===== config.mk =====
export PLATFORM = sky130hd
export DESIGN_NAME = tbase_gen
export DESIGN_NICKNAME = d
export VERILOG_FILES = /design/src/rtl/tbase_pkg.sv /design/src/rtl/tbase_rate_decode.sv /design/src/rtl/tbase_prescaler.sv /design/src/rtl/tbase_flag.sv /design/src/rtl/tbase_gen.sv
export SDC_FILE = /design/constraint.sdc
export NUM_CORES = 1
export LEC_CHECK = 0
export ABC_AREA = 0
export CAP_MARGIN = 30
export CELL_PAD_IN_SITES_DETAIL_PLACEMENT = 0
export CELL_PAD_IN_SITES_GLOBAL_PLACEMENT = 1
export CORE_UTILIZATION = 39
export CTS_CLUSTER_SIZE = 24
export DETAILED_ROUTE_END_ITERATION = 10
export PLACE_DENSITY_LB_ADDON = 0.1
export SYNTH_ARGS = -nofsm -noshare
export SYNTH_HDL_FRONTEND = slang
export SYNTH_SLANG_ARGS = --single-unit

===== constraint.sdc =====
create_clock -name clk -period 1.8 [get_ports clk]
set_input_delay 0.36 -clock clk [delete_from_list [all_inputs] [get_ports clk]]
set_output_delay 0.36 -clock clk [all_outputs]
set_load 0.005 [all_outputs]

===== src/rtl/tbase_pkg.sv =====
package tbase_pkg;
   localparam int unsigned TAP_SEL_W    = 3;
   localparam int unsigned TAP_NCODE    = 1 << TAP_SEL_W;
   localparam int unsigned TAP_MAX_LOG2 = 15;

   // log2 of the tap divisor for a code; upper range adds a shift
   function automatic int unsigned tap_log2(input logic [TAP_SEL_W-1:0] code,
                                            input logic                 upper,
                                            input int unsigned          shift);
      int unsigned base;
      case (code)
         3'd0:    base = 15;
         3'd1:    base = 13;
         3'd2:    base = 11;
         3'd3:    base = 7;
         3'd4:    base = 6;
         3'd5:    base = 5;
         3'd6:    base = 4;
         default: base = 3;
      endcase
      return base + (upper ? shift : 0);
   endfunction
endpackage


===== src/rtl/tbase_rate_decode.sv =====
module tbase_rate_decode
   import tbase_pkg::*;
#(
   parameter int unsigned CNT_W       = 22,
   parameter int unsigned RANGE_SHIFT = 7
) (
   input  logic [TAP_SEL_W-1:0] code,
   input  logic                 upper,
   output logic [CNT_W-1:0]     term
);
   logic [CNT_W-1:0] lo_tbl [TAP_NCODE];
   logic [CNT_W-1:0] hi_tbl [TAP_NCODE];

   for (genvar g = 0; g < TAP_NCODE; g++) begin : g_tap
      assign lo_tbl[g] = CNT_W'((64'd1 << tap_log2(TAP_SEL_W'(g), 1'b0, RANGE_SHIFT)) - 64'd1);
      assign hi_tbl[g] = CNT_W'((64'd1 << tap_log2(TAP_SEL_W'(g), 1'b1, RANGE_SHIFT)) - 64'd1);
   end

   assign term = upper ? hi_tbl[code] : lo_tbl[code];
endmodule


===== src/rtl/tbase_prescaler.sv =====
module tbase_prescaler #(
   parameter int unsigned CNT_W = 22
) (
   input  logic             clk,
   input  logic             rst,
   input  logic             en,
   input  logic             active,
   input  logic [CNT_W-1:0] term,
   output logic             tick
);
   logic [CNT_W-1:0] cnt;
   logic             at_term;

   assign at_term = (cnt == term);
   assign tick    = en && active && at_term;

   always_ff @(posedge clk) begin
      if (rst || !en)
         cnt <= '0;
      else if (active)
         cnt <= at_term ? '0 : cnt + 1'b1;
   end

   AST_DISABLE_CLEARS: assert property (@(posedge clk) disable iff (rst)
      !en |=> (cnt == '0));
   AST_FREEZE_HOLDS: assert property (@(posedge clk) disable iff (rst)
      (en && !active && $past(en)) |=> $stable(cnt));
   AST_CNT_BOUND: assert property (@(posedge clk) disable iff (rst)
      en |-> (cnt <= term));
   AST_CNT_STEPS: assert property (@(posedge clk) disable iff (rst)
      (en && active && !at_term) |=> (cnt == $past(cnt) + 1'b1));
endmodule


===== src/rtl/tbase_flag.sv =====
module tbase_flag (
   input  logic clk,
   input  logic rst,
   input  logic tick,
   input  logic ack,
   input  logic ack_block,
   input  logic irq_en,
   output logic flag,
   output logic irq
);
   always_ff @(posedge clk) begin
      if (rst)
         flag <= 1'b0;
      else if (tick)
         flag <= 1'b1;
      else if (ack && !ack_block)
         flag <= 1'b0;
   end

   assign irq = flag & irq_en;

   AST_TICK_WINS: assert property (@(posedge clk) disable iff (rst)
      tick |=> flag);
   AST_ACK_BLOCKED: assert property (@(posedge clk) disable iff (rst)
      (flag && ack && ack_block) |=> flag);
   AST_ACK_CLEARS: assert property (@(posedge clk) disable iff (rst)
      (flag && ack && !ack_block && !tick) |=> !flag);
endmodule


===== src/rtl/tbase_gen.sv =====
module tbase_gen
   import tbase_pkg::*;
#(
   parameter int unsigned CNT_W       = 22,
   parameter int unsigned RANGE_SHIFT = 7
) (
   input  logic       clk,
   input  logic       rst,
   input  logic       tb_en,
   input  logic [2:0] rate_sel,
   input  logic       range_hi,
   input  logic       irq_en,
   input  logic       flag_ack,
   input  logic       wait_mode,
   input  logic       stop_mode,
   input  logic       clk_in_stop,
   output logic       flag,
   output logic       irq
);
   localparam int unsigned NEED_W = TAP_MAX_LOG2 + RANGE_SHIFT;

   if (CNT_W < NEED_W) begin : g_chk_w
      $error("tbase_gen: CNT_W too small for largest tap");
   end
   if (RANGE_SHIFT > 32) begin : g_chk_s
      $error("tbase_gen: RANGE_SHIFT out of range");
   end

   logic [TAP_SEL_W-1:0] sel_q;
   logic                 upper_q;
   logic [CNT_W-1:0]     term;
   logic                 active;
   logic                 tick;

   // selection captured only while disabled
   always_ff @(posedge clk) begin
      if (rst) begin
         sel_q   <= '0;
         upper_q <= 1'b0;
      end else if (!tb_en) begin
         sel_q   <= rate_sel;
         upper_q <= range_hi;
      end
   end

   assign active = !(stop_mode && !clk_in_stop);

   tbase_rate_decode #(.CNT_W(CNT_W), .RANGE_SHIFT(RANGE_SHIFT)) dec_i (
      .code  (sel_q),
      .upper (upper_q),
      .term  (term)
   );

   tbase_prescaler #(.CNT_W(CNT_W)) pre_i (
      .clk    (clk),
      .rst    (rst),
      .en     (tb_en),
      .active (active),
      .term   (term),
      .tick   (tick)
   );

   tbase_flag flg_i (
      .clk       (clk),
      .rst       (rst),
      .tick      (tick),
      .ack       (flag_ack),
      .ack_block (wait_mode),
      .irq_en    (irq_en),
      .flag      (flag),
      .irq       (irq)
   );

   AST_FLAG_NEEDS_TICK: assert property (@(posedge clk) disable iff (rst)
      $rose(flag) |-> $past(tick));
endmodule


==> results.tsv <==
metric	value	unit
Synth Net Count	217	
Detailed Routing Iterations Pass 1	4	
die height	68.18	um
crit path kind	flop to flop	
total number of vias	1742	
Placer Congestion	0.9339	
CP peak stage delay	380	ps
Worst EP arrival	2130	ps
CTS Buf Count	3	
Switching Share	26.95	%
global-route wire length before repair	7714	um
met2 usage	39.71	%
fin crit period	1951	ps
run status	finished with violations	
most common cell after layout, fill and taps aside	buf_4	
root buffer cell	clkbuf_8	
total area of sequential cells	553.0	um^2
routing usage on met1	29.06	%
crit-path max FO	16	
Max-Cap Viols	0	
clock share of power	30.6	%
Setup crit start	upper_q$_SDFFE_PP0N_	
final worst slack	-151.1	ps
largest net degree at the start of global routing	17	
Syn. warnings	0	
design internal power	884.5	uW
Clock Latency Late Sink	280	ps
Sink Count	27	
total power	1211	uW
clock slew at the register clock pins of the worst setup and hold paths	100	ps
Avg Vias per Cell	5.513	
max-slew violations	0	
antenna violations before repair	0	
DP Area	2217	um^2
vias in the first global route	1619	
DR iter-0 viols	134	
CTS tree	built	
# IOs	14	
crit path capture type	flop	
async set-or-reset flop fraction in the synthesized netlist	0	%
Setup Viol. Count Final	20	
reg2reg setup slack	-150	ps
crit path cell chain	buf_6 -> nand2b_4 -> or3_4 -> a2111oi_4 -> a41o_2 -> buf_12 -> nor2_1	
Diodes inserted	0	
Worst VDD drop	290.2	uV
final WL	5016	um
unique cell type count in the Yosys netlist	50	
CP Capture Point	pre_i.cnt[13]$_SDFFE_PP0N_	
Gate Count Post-Synth	204	
Initial Util	41.50	%
routed len/inst	15.87	um
number of synthesized register bits	27	
Max clock buf depth	2	
cell count of the worst reg-to-reg path	7	
endpoints failing hold	0	
hold slack	504.1	ps
number of synthesized flops with an enable pin	0	
Flop pwr share	50.7	%
multi-input logic area	1220	um^2
P_leak	0.0009896	uW
Final Skew	7.546	ps
Netlist Area Pre-Place	1708	um^2
gr usage total	22.97	%
Nets	280	
layout cell share with drive strength beyond 1	36.47	%
reg2reg start	upper_q$_SDFFE_PP0N_	
fmax	512.5	MHz
register area share after synthesis	31.65	%
commonest non-fill, non-tap cells in the layout	53 x buf_4, 27 x nor2_1, 23 x dfxtp_1	
failing checks	negative setup slack	
unrepaired setup endpoints after global routing	true	
P_sw	326.4	uW
IO Port Bufs	13	
fin area	2495	um^2
power per cell area	485.4	nW/um^2
die outline area	4648	um^2
measured slew at the worst slew-check pin	342.4	ps
Comb pwr share	18.7	%
Final Cycle Share	108.4	%
total gr overflow	0	
grt met3 use	3.167	%
core area	4115	um^2
most used routing layer	met2	
H-tree levels	1	
CP required	1980	ps
DR DRC count	0	
Startpoint Class	flop	
die width	68.18	um
slowest CP cell	dfxtp_4	
Hold WC Path Type	flop to flop	
relative slew slack	77.17	%
Avg Synthesized Cell Area	8.372	um^2
reg2reg end	pre_i.cnt[13]$_SDFFE_PP0N_	
num rows	23	
# fillers	365	
Area Overhead vs Synth	46.08	%
Synth Flop Type	dfxtp_1	
final antenna-violating net count	0	
hpwl dp	3641	um
==> worst min-delay path by stage <==
stage / start / to / cells after the start
detailed placement: flg_i.flag$_SDFFE_PP0P_ / flg_i.flag$_SDFFE_PP0P_ / 2
floorplan: rst / upper_q$_SDFFE_PP0N_ / 1
CTS: flg_i.flag$_SDFFE_PP0P_ / flg_i.flag$_SDFFE_PP0P_ / 2
finish: flg_i.flag$_SDFFE_PP0P_ / flg_i.flag$_SDFFE_PP0P_ / 2
global placement: flg_i.flag$_SDFFE_PP0P_ / flg_i.flag$_SDFFE_PP0P_ / 2
global route: flg_i.flag$_SDFFE_PP0P_ / flg_i.flag$_SDFFE_PP0P_ / 2
==> cell families (layout without fill, tap and decap cells) <==
logic type               after synthesis  in the layout  share of synthesized area [%]
AO/OA/AOI/OAI                         41             41                          19.63
adder cells (fa/ha/maj)                1              1                         0.7325
XOR/XNOR                              19             19                          9.744
AND/OR/NAND/NOR                       94             94                          29.60
multiplexers                           5              5                          2.931
buffers and inverters                 17             79                          5.713
flip-flops                            27             27                          31.65
==> per-layer routing <==
layer	wire length (um)	up-vias
met5	0	-
met4	58	0
met3	177	6
met2	2435	45
met1	2345	832
li1	-	859
==> power by group through the flow <==
stage	sequential [uW]	clock (uW)	combinational [uW]
after floorplan	623	0	99.7
after global placement	627	0	173
after detailed placement	628	0	176
after CTS	615	384	198
after global routing	616	404	240
final	614	370	226
==> synthesized netlist by cell type, types with 2 or more instances <==
library cell,count,area [um^2]
a2111oi_4,2,55.05
a21oi_1,7,35.03
xor2_1,13,113.9
clkbuf_1,5,18.77
nor2b_1,4,25.02
o22a_1,2,17.52
or3_1,3,18.77
inv_1,4,15.01
xnor2_1,6,52.55
and2_1,3,18.77
a22o_1,2,17.52
buf_2,3,15.01
and4b_1,2,20.02
and3_1,3,18.77
mux2i_1,5,50.05
buf_6,3,33.78
nand3_1,13,65.06
nand2b_1,6,37.54
o21ai_0,9,45.04
a31o_2,2,17.52
buf_4,2,15.01
nor3_1,3,15.01
nand2_1,14,52.55
nor2_1,29,108.9
a21o_1,3,22.52
dfxtp_1,27,540.5
nand4_1,4,25.02
nor4_1,3,18.77
==> what timing repair did <==
item | 4_1_cts | 5_1_grt
hold endpoints to repair | 0 | 0
cloned | 0 | 0
pin swaps | 6 | 2
resized for setup | 26 | 19
hold buffers | 0 | 0
setup buffers | 3 | 6
endpoints found under the setup margin | 22 | 21
==> layout make-up <==
cell class	instances	share of cell area (%)
flip-flops and latches	27	22.17
repair buffers	71	23.87
multi-input cells	160	48.90
clock buffers	3	1.655
clock inverters	1	0.3009
inverters	4	0.6018
well taps	50	2.508
==> worst max-delay path: cells and delay by family, from the launching register on <==
kind | cells | cell delay [ps]
and+or+nand+nor | 3 | 590
buffers and inverters | 2 | 250
AOI/OAI and AO/OA | 2 | 620
DFF | 1 | 380
==> per-stage QoR <==
stage          util, %  setup WS (ps)  TNS (ps)  instances
3_5_place_dp     53.88         -283.4     -5510        303
4_1_cts          57.89         -156.1     -2472        310
3_3_place_gp     53.88         -248.2     -4749        303
2_1_floorplan        -         -60.52    -662.3        204
5_1_grt          60.63         -246.3     -4367        316
6_report         60.63         -151.1     -2485        316
==> registers in the layout, summed over array words and instances (netlist names) <==
name	cells
flg_i.flag	1
pre_i.cnt	22
sel_q	3
upper_q	1
No activity file was read; power rests on OpenSTA's default activity.
